--- src/rtl/sdc_pkg.sv ---
package sdc_pkg;

    localparam int MODE_W   = 4;
    localparam int SER_BIT  = 3;
    localparam int BAND_W   = 2;
    localparam int ROUTE_W  = 2;

    typedef enum logic [BAND_W-1:0] {
        BAND_OFF = 2'd0,
        BAND_HI  = 2'd1,
        BAND_LO  = 2'd2,
        BAND_MID = 2'd3
    } band_e;

    typedef enum logic [ROUTE_W-1:0] {
        TXCLK_OFF    = 2'd0,
        TXCLK_LOCAL  = 2'd1,
        TXCLK_STROBE = 2'd2
    } txclk_e;

    typedef enum logic [ROUTE_W-1:0] {
        WCLK_OFF       = 2'd0,
        WCLK_RXBIT     = 2'd1,
        WCLK_RECOVERED = 2'd2
    } wclk_e;

    typedef struct packed {
        logic  pd;
        logic  ser;
        band_e band;
        logic  oc;
    } opmode_t;

    localparam opmode_t OP_PWRDN = '{pd: 1'b1, ser: 1'b0, band: BAND_OFF, oc: 1'b0};

    function automatic logic [MODE_W-1:0] encode_mode(input opmode_t op);
        logic [MODE_W-1:0] code;
        code = '0;
        code[BAND_W-1:0] = op.band;
        code[SER_BIT]    = op.ser;
        return code;
    endfunction

    function automatic txclk_e route_tx(input opmode_t op);
        if (op.pd)       return TXCLK_OFF;
        else if (op.ser) return TXCLK_LOCAL;
        else             return TXCLK_STROBE;
    endfunction

    function automatic wclk_e route_w(input opmode_t op);
        if (op.pd)       return WCLK_OFF;
        else if (op.ser) return WCLK_RXBIT;
        else             return WCLK_RECOVERED;
    endfunction

endpackage

--- src/rtl/sdc_mode_decode.sv ---
module sdc_mode_decode
    import sdc_pkg::*;
(
    input  logic    s1,
    input  logic    s2,
    input  logic    pll_sel,
    input  logic    diri,
    output opmode_t op,
    output logic    diro
);
    logic pd;

    assign pd   = ~(s1 | s2);
    assign diro = ~diri;

    always_comb begin
        op      = OP_PWRDN;
        op.pd   = pd;
        op.ser  = diri & ~pd;
        op.band = pd ? BAND_OFF : band_e'({s2, s1});
        op.oc   = diri & ~pd & ~pll_sel;
    end
endmodule

--- src/rtl/sdc_turnaround.sv ---
module sdc_turnaround (
    input  logic clk,
    input  logic rst,
    input  logic diri,
    input  logic pd_req,
    output logic ser_en,
    output logic des_en
);
    logic dir_last;
    logic settled;

    assign settled = (diri == dir_last) & ~pd_req;

    always_ff @(posedge clk) begin
        if (rst) begin
            dir_last <= diri;
            ser_en   <= 1'b0;
            des_en   <= 1'b0;
        end else begin
            dir_last <= diri;
            ser_en   <= settled & diri;
            des_en   <= settled & ~diri;
        end
    end
endmodule

--- src/rtl/sdc_clksrc_latch.sv ---
module sdc_clksrc_latch (
    input  logic clk,
    input  logic rst,
    input  logic pd_req,
    input  logic ser_req,
    input  logic ref_seen,
    output logic use_ref
);
    always_ff @(posedge clk) begin
        if (rst || pd_req)
            use_ref <= 1'b0;
        else if (ser_req && ref_seen)
            use_ref <= 1'b1;
    end
endmodule

--- src/rtl/serdes_mode_ctl.sv ---
module serdes_mode_ctl
    import sdc_pkg::*;
(
    input  logic                clk,
    input  logic                rst,
    input  logic                s1,
    input  logic                s2,
    input  logic                pll_sel,
    input  logic                diri,
    input  logic                ckref_active,
    output logic                diro,
    output logic [MODE_W-1:0]   mode_code,
    output logic                ser_en,
    output logic                des_en,
    output logic                par_out_en,
    output logic                ser_out_en,
    output logic                pwrdn,
    output logic                overclock,
    output logic [BAND_W-1:0]   rate_band,
    output logic                cksource_ref,
    output logic [ROUTE_W-1:0]  txclk_sel,
    output logic [ROUTE_W-1:0]  wclk_sel
);
    opmode_t dec;
    opmode_t cur_q;
    txclk_e  tx_q;
    wclk_e   w_q;

    sdc_mode_decode u_dec (
        .s1      (s1),
        .s2      (s2),
        .pll_sel (pll_sel),
        .diri    (diri),
        .op      (dec),
        .diro    (diro)
    );

    always_ff @(posedge clk) begin
        if (rst) begin
            cur_q <= OP_PWRDN;
            tx_q  <= TXCLK_OFF;
            w_q   <= WCLK_OFF;
        end else begin
            cur_q <= dec;
            tx_q  <= route_tx(dec);
            w_q   <= route_w(dec);
        end
    end

    sdc_turnaround u_turn (
        .clk    (clk),
        .rst    (rst),
        .diri   (diri),
        .pd_req (dec.pd),
        .ser_en (ser_en),
        .des_en (des_en)
    );

    sdc_clksrc_latch u_csrc (
        .clk      (clk),
        .rst      (rst),
        .pd_req   (dec.pd),
        .ser_req  (dec.ser),
        .ref_seen (ckref_active),
        .use_ref  (cksource_ref)
    );

    assign mode_code  = encode_mode(cur_q);
    assign pwrdn      = cur_q.pd;
    assign overclock  = cur_q.oc;
    assign rate_band  = cur_q.band;
    assign par_out_en = des_en;
    assign ser_out_en = ser_en;
    assign txclk_sel  = tx_q;
    assign wclk_sel   = w_q;
endmodule

--- config.mk ---
export PLATFORM = sky130hd
export DESIGN_NAME = serdes_mode_ctl
export DESIGN_NICKNAME = d
export VERILOG_FILES = /design/src/rtl/sdc_pkg.sv /design/src/rtl/sdc_mode_decode.sv /design/src/rtl/sdc_turnaround.sv /design/src/rtl/sdc_clksrc_latch.sv /design/src/rtl/serdes_mode_ctl.sv
export SDC_FILE = /design/constraint.sdc
export NUM_CORES = 1
export LEC_CHECK = 0
export BUFFER_PORTS_ARGS = -buffer_cell sky130_fd_sc_hd__buf_2
export CAP_MARGIN = 20
export CORE_AREA = 2 2 39 41
export DETAILED_ROUTE_END_ITERATION = 6
export DIE_AREA = 0 0 41 43
export SETUP_SLACK_MARGIN = 0.02
export SYNTH_ARGS = -nofsm -noshare
export SYNTH_HDL_FRONTEND = slang
export SYNTH_SLANG_ARGS = --single-unit
export TNS_END_PERCENT = 20
--- constraint.sdc ---
create_clock -name clk -period 0.8 [get_ports clk]
set_input_delay 0.08 -clock clk [delete_from_list [all_inputs] [get_ports clk]]
set_output_delay 0.08 -clock clk [all_outputs]
set_load 0.02 [all_outputs]
After elaboration in Yosys (flattened, before gate mapping)
Cells that the tools add are included.
Operators by class
  equal/unequal tests: 1
  mux-type cells: 1
  bitwise gates (word level): 9
  reductions and logical operators: 3
Operators with widths (count)
  bitwise AND 1 bit: 5
  NOT 1 bit: 3
  2-to-1 mux 2 bit: 1
  OR reduction 2 bit: 1
  equality test 1 bit: 1
  logical AND 1 bit: 1
  logical OR 1 bit: 1
  bitwise OR 1 bit: 1
Storage, ports and cells
  flip-flop bits (word level): 11
  input port bits: 7
  output and inout bits: 18
  logic and storage cells: 23

Longest topological paths before layout
Gate-level depths: netlist (run 1).
  depth after elaboration: 3
  mapped depth: 2
  mapped depth without buffers: 2

Cells and area by module
Synthesis (run 1) repeated with hierarchy kept, for this count alone.
Second synthesis, totals
  cells, all modules: 37
  area, all modules: 402.9 um^2
By module, submodules not included
  serdes_mode_ctl: instances 1, cells each 22, area each 240.2 um^2, sequential area each 140.1 um^2
  sdc_turnaround: instances 1, cells each 5, area each 85.1 um^2, sequential area each 60.1 um^2
  sdc_clksrc_latch: instances 1, cells each 3, area each 38.8 um^2, sequential area each 20.0 um^2
  sdc_mode_decode: instances 1, cells each 7, area each 38.8 um^2, sequential area each 0.0 um^2

Worst setup path after synthesis (run 1)
No wires, ideal clock.
  path type: register to output
  start point: register u_turn.des_en
  end point: output par_out_en
  arrival: 0.595 ns
  required time: 0.720 ns
  slack: 0.125 ns
  stages on the path, launching flop included: 2
  path through: dfxtp_1 -> buf_4
RTL lines
  from (decl): RTL line sdc_turnaround.sv:7  | output logic des_en
  from (signal assigned): RTL line sdc_turnaround.sv:22  | des_en <= settled & ~diri;
  to (decl): RTL line serdes_mode_ctl.sv:15  | output logic par_out_en,
No word-level cell between the ends.

Worst setup path in the final report (run 1)
  start point: register cur_q (netlist bit rate_band[0])
  end point: output rate_band[0]
RTL lines
  from (decl): RTL line serdes_mode_ctl.sv:25  | opmode_t cur_q;
  from (signal assigned): RTL line serdes_mode_ctl.sv:40  | cur_q <= OP_PWRDN;
  from (signal assigned): RTL line serdes_mode_ctl.sv:44  | cur_q <= dec;
  to (decl): RTL line serdes_mode_ctl.sv:19  | output logic [BAND_W-1:0] rate_band,
No word-level cell between the ends.

==> metrics.txt, run 1 <==
outcome finished clean; Bufs and invs on worst path 1; hpwl dp 428 µm; Power Dens Cells 1870 nW/µm²; Ys Warns 0; Clock H-tree levels 1; DIE HEIGHT 43 µm; Syn Nets 39; post-synthesis sequential area ratio 59.9%; Reg clk slew, reported paths 0.06 ns; CP top delay family flip-flops; Arrival @ worst endpoint 0.72 ns; TritonCTS Sinks 11; Switch Pwr 0.000275 W; CTS max path bufs 2; GR Overflow Total 0; Fillers 136; die width 41 µm; Reg power frac 51.9%; Tcrit/Tclk final 99.6%; CTS Root Cell clkbuf_4; DR WL/cell 8.48 µm; worst clock skew 0.000189 ns; Comb power frac 18.3%; crit path time final 0.797 ns; Clock Power Share 29.8%; Vias 267; final non-filler cell total 71; TritonCTS clock tree built; final std cell area, no fill 619 µm²; synthesized instance count 32; Row Count 14; number of port buffers 23; first-pass GRT wire length 986 µm; Max-cap violations 0; Ports 25; Initial Util 26.6%; synthesized area 368 µm²; share of cells above drive strength 1 76.4%; Crit Path Class reg -> out; Final Setup Violations 0; Hold WS 0.0505 ns; Pins Over Slew Limit 0; vias per cell 3.76; Placed Area 450 µm²; cell accounting for the most synthesized area dfxtp_1; Worst Path Max Fanout 2; DRT antenna net count 0; Fmax 1250 MHz; Pleak 0.287 nW; CP Capture Type output port; detailed-route DRC error count 0; area grow syn2layout 68.4%; Worst-Skew Late Latency 0.25 ns; critical path launch point type flip-flop; CTS Buf Count 3; CP peak stage delay 0.35 ns; Worst VDD drop 0.578 mV; post-synthesis cell type count 11; vias in the first global route 250; crit-path cells buf_6; DR iter-0 viols 0; top post-synthesis cells by area dfxtp_1, buf_4, nor3_2, o21bai_4, nor2_1; total chip power 0.00116 W; CP required 0.72 ns; Synth Area per Inst 11.5 µm²; Yosys top cell area share 59.9%; worst hold path class in -> reg; number of antenna violations at the first check in global routing 0; Net Sw Frac 23.8%; routability cong. 0.612; Total Nets Final 63; Crit-path slowest cell dfxtp_2; #FFs+latches synth 11; final number of hold-violating endpoints 0; RSZ-0062 raised after global routing true; core box area 1380 µm²; largest net degree at the start of global routing 9; Power Internal 0.000882 W; final wirelength 602 µm; Post-Place Cells 64; DRT Pass-1 Iters 1; total track usage 8.78%; setup bufs post-CTS 0; ANT cells 0; die footprint 1760 µm²
==> final timing paths <==
check,depth (start not counted),slack (ns),endpoint,startpoint
setup reg to reg,2,0.18,u_turn.ser_en,u_turn.dir_last
setup / recovery,1,0.003,rate_band[0],rate_band[0]
hold reg to reg,1,0.44,u_turn.des_en,u_turn.dir_last
hold / removal,2,0.05,u_turn.des_en,diri
==> power by group through the flow <==
stage	clock [W]	sequential [W]	combinational (W)
final	0.000345	0.000601	0.000212
after global routing	0.000403	0.000603	0.000228
after CTS	0.000365	0.000599	0.000213
after detailed placement	0	0.000598	0.000157
after global placement	0	0.000597	0.000157
after floorplan	0	0.000631	0.0000815
==> synthesized netlist by cell type <==
library cell  count
nor3_2            3
nor2_1            4
nor2b_1           1
and2b_2           1
inv_2             1
conb_1            1
a21oi_1           1
inv_1             1
o21bai_4          1
buf_4             7
dfxtp_1          11
==> cell families (layout without fill, tap and decap cells) <==
| logic type | after synthesis | in the layout | share of synthesized area, % |
|---|---|---|---|
| flip-flops | 11 | 11 | 59.9 |
| AND/OR/NAND/NOR | 9 | 9 | 16.3 |
| buffers and inverters | 9 | 32 | 16.3 |
| AO/OA/AOI/OAI | 2 | 2 | 6.46 |
| other | 1 | 1 | 1.02 |
==> metrics by stage <==
stage                     util (%)   TNS (ns)  worst slack, ns
after floorplan                  -          0            0.125
after global placement        32.5          0            0.157
after detailed placement      32.5          0            0.147
after CTS                     44.7  -0.000261        -0.000261
after global routing          44.8     -0.315          -0.0304
final                         44.8          0          0.00308
==> sequential cells by signal, indices dropped and copies added, names as in the netlist <==
| register | cells |
|---|---|
| overclock | 1 |
| pwrdn | 1 |
| rate_band | 2 |
| u_turn.ser_en | 1 |
| mode_code | 1 |
| u_turn.dir_last | 1 |
| u_turn.des_en | 1 |
| u_csrc.use_ref | 1 |
| wclk_sel | 2 |
==> layer usage <==
layer	vias to the layer above	wire, µm	global-route usage, %
met3	0	33	1.57
li1	135	-	-
met4	0	0	8.00
met5	-	0	0
met1	120	201	8.82
met2	12	367	14.1
==> cell usage in the layout (no fill, tap or decap) <==
cell / synthesis / layout
buf_6: 0 / 16
dfxtp_2: 0 / 10
buf_2: 0 / 7
nor2_1: 4 / 4
nor3_2: 3 / 3
clkbuf_4: 0 / 3
dlygate4sd3_1: 0 / 3
inv_2: 1 / 1
and2b_2: 1 / 1
o21bai_4: 1 / 1
inv_1: 1 / 1
a21oi_1: 1 / 1
nor2b_1: 1 / 1
conb_1: 1 / 1
clkbuf_1: 0 / 1
dfxtp_1: 11 / 1
==> repair_timing <==
action / in CTS / in global routing
endpoints found under the hold margin: 3 / 0
hold buffers: 3 / 0
endpoints found under the setup margin: 16 / 16
gates resized for setup: 41 / 1
==> layout make-up <==
cell class                 count  area [µm²]  share of cell area, %
timing repair buffer          26         245                   39.6
inverter                       2        7.51                   1.21
tap                           16        20.0                   3.23
multi-input combinational     12        87.6                   14.1
clock buffer                   4        26.3                   4.24
sequential                    11         233                   37.6
Note: power is estimated with default switching activity, not from simulation.
==> run 2: changes to the inputs <==
- RECOVER_POWER: default -> 25
- SYNTH_HIERARCHICAL: default -> 1
==> run 2 against run 1 <==
Against the previous run: the flow now finishes with violations (negative setup slack); area after synthesis up 9.5%; setup slack worse by 0.0077 ns; non-clock buffer count up 2; final cell count increased by 5.6%; clock skew about the same; critical path depth unchanged; first-iteration DRC count grew 1; via count increased by 12%; wire length is 27% higher; synthesized cell count increased by 16%; largest cell class unchanged.
==> metrics.txt, run 2 <==
Worst VDD drop 0.545 mV; share of cells above drive strength 1 74.6%; routability cong. 0.625; Crit path depth 1; post-synthesis cell type count 15; Final Setup Violations 2; final non-filler cell total 75; Reg power frac 50.0%; Final Worst Setup Slack -0.00465 ns; outcome complete, but fails checks; vias in the first global route 258; hold path depth 2; worst r2r src u_csrc/use_ref; post-synthesis sequential area ratio 54.7%; DIE HEIGHT 43 µm; Bufs and invs on worst path 1; commonest non-fill, non-tap cell in the layout buf_6; critical path launch point type flip-flop; Hold WS 0.0365 ns; cell accounting for the most synthesized area dfxtp_1; Fmax 1240 MHz; DRT antenna net count 0; Max-cap violations 0; crit-path cells buf_6; worst clock skew 0.000431 ns; CP required 0.72 ns; total chip power 0.00120 W; DR WL/cell 10.2 µm; Worst Path Max Fanout 2; worst hold start diri; number of antenna violations at the first check in global routing 0; Synth Area per Inst 10.9 µm²; Crit Path Class reg -> out; most frequent cell after synthesis dfxtp_1; DRT Pass-1 Iters 2; CTS Buf Count 3; core box area 1380 µm²; Pleak 0.291 nW; TritonCTS clock tree built; Initial Util 29.1%; final wirelength 762 µm; Tcrit/Tclk final 101%; die width 41 µm; Power Internal 0.000891 W; Main synth FF type dfxtp_1; total track usage 9.57%; worst r2r path cells 3; final core utilization 46.6%; synth cell count leaders dfxtp_1, buf_4, nor2b_1, clkbuf_1, nor3_2; crit path from rate_band[1]; Worst-Skew Late Latency 0.26 ns; RSZ-0062 raised after global routing true; Power Dens Cells 1860 nW/µm²; vias per cell 3.99; Reg clk slew, reported paths 0.07 ns; number of port buffers 23; Yosys top cell area share 54.7%; Switch Pwr 0.000310 W; ANT cells 0; Post-Place Cells 69; die footprint 1760 µm²; DR iter-0 viols 1; Setup TNS Final -0.00927 ns; synthesized area 403 µm²; Ports 25; detailed-route DRC error count 0; Crit-path slowest cell dfxtp_2; CP Capture Type output port; final number of hold-violating endpoints 0; post-synthesis async set-or-reset flop share 0%; commonest non-fill, non-tap cells in the layout buf_6, dfxtp_2, buf_2; failing checks negative setup slack; synthesized instance count 37; top post-synthesis cells by area dfxtp_1, buf_4, nor2b_1, nor3_2, and4bb_1; largest net degree at the start of global routing 11; Row Count 14; CTS Root Cell clkbuf_4; Net Sw Frac 25.8%; CP top delay family flip-flops; area grow syn2layout 59.9%; Ys Warns 6; Total Nets Final 67; CTS max path bufs 2; first-pass GRT wire length 1110 µm; TritonCTS Sinks 11; Comb power frac 19.1%; Clock H-tree levels 1; crit path time final 0.805 ns; worst hold path class in -> reg; Vias 299; Arrival @ worst endpoint 0.72 ns; Clock Power Share 30.9%; #FFs+latches synth 11; EDFF count, synth 0; Pins Over Slew Limit 0; GR Overflow Total 0; Syn Nets 44; CP peak stage delay 0.35 ns
[run 2: changes by cell type after synthesis, sizes merged]
cell,before,now
and2b,1,0
and4bb,0,1
buf,7,8
clkbuf,0,2
inv,2,1
nor2,4,2
nor2b,1,4
nor3b,0,1
nor4,0,1
o21bai,1,0
or2,0,1
[run 2: metrics by stage]
step | setup WS (ns) | instance area [µm²]
after floorplan | 0.123 | 403
after global placement | 0.0111 | 493
after detailed placement | 0.0148 | 493
after CTS | -0.0175 | 622
after global routing | -0.0232 | 644
final | -0.00465 | 644
[run 2: path summary, 6_finish.rpt]
path                                       end  slack [ns]
worst max-delay path              rate_band[1]      -0.005
worst min-delay path             u_turn/des_en        0.04
worst max register to register  u_csrc/use_ref        0.08
worst min register to register   u_turn/des_en        0.44
[run 2: layer usage]
layer  GRT usage, %  vias to the layer above  part of all wire, %
met5              0                        -                    0
met4           8.00                        0                  1.6
met3           1.57                        2                  5.8
met2           14.1                       15                   51
met1           11.4                      128                   42
li1               -                      154                    -
[run 2: power groups by stage]
stage	Combinational (W)	Sequential, W	Clock, W
after global routing	0.000246	0.000603	0.000395
final	0.000230	0.000600	0.000371
after detailed placement	0.000180	0.000599	0
after global placement	0.000179	0.000598	0
after floorplan	0.0000933	0.000632	0
after CTS	0.000223	0.000595	0.000383
[run 2: timing repair]
item                                    CTS  global route
gates cloned                              0             0
hold buffers                              1             0
buffers inserted                          1             0
hold endpoints to repair                  1             0
pin swaps                                 0             0
resized for setup                        32            10
endpoints found under the setup margin   16            16
[run 2: final cells by class]
cell class | count | area [µm²]
Clock buffer | 4 | 26.3
Sequential cell | 11 | 233
Tap cell | 16 | 20.0
Multi-Input combinational cell | 15 | 111
Timing Repair Buffer | 28 | 250
Fill cell | 133 | 739
Inverter | 1 | 3.75
[run 2: kinds of logic (layout without fill, tap and decap cells)]
group | after synthesis | count (layout) | synth area share (%)
AOI/OAI and AO/OA | 1 | 1 | 2.17
buffers and inverters | 11 | 33 | 17.7
DFF | 11 | 11 | 54.7
other | 1 | 1 | 0.931
and+or+nand+nor | 13 | 13 | 24.5
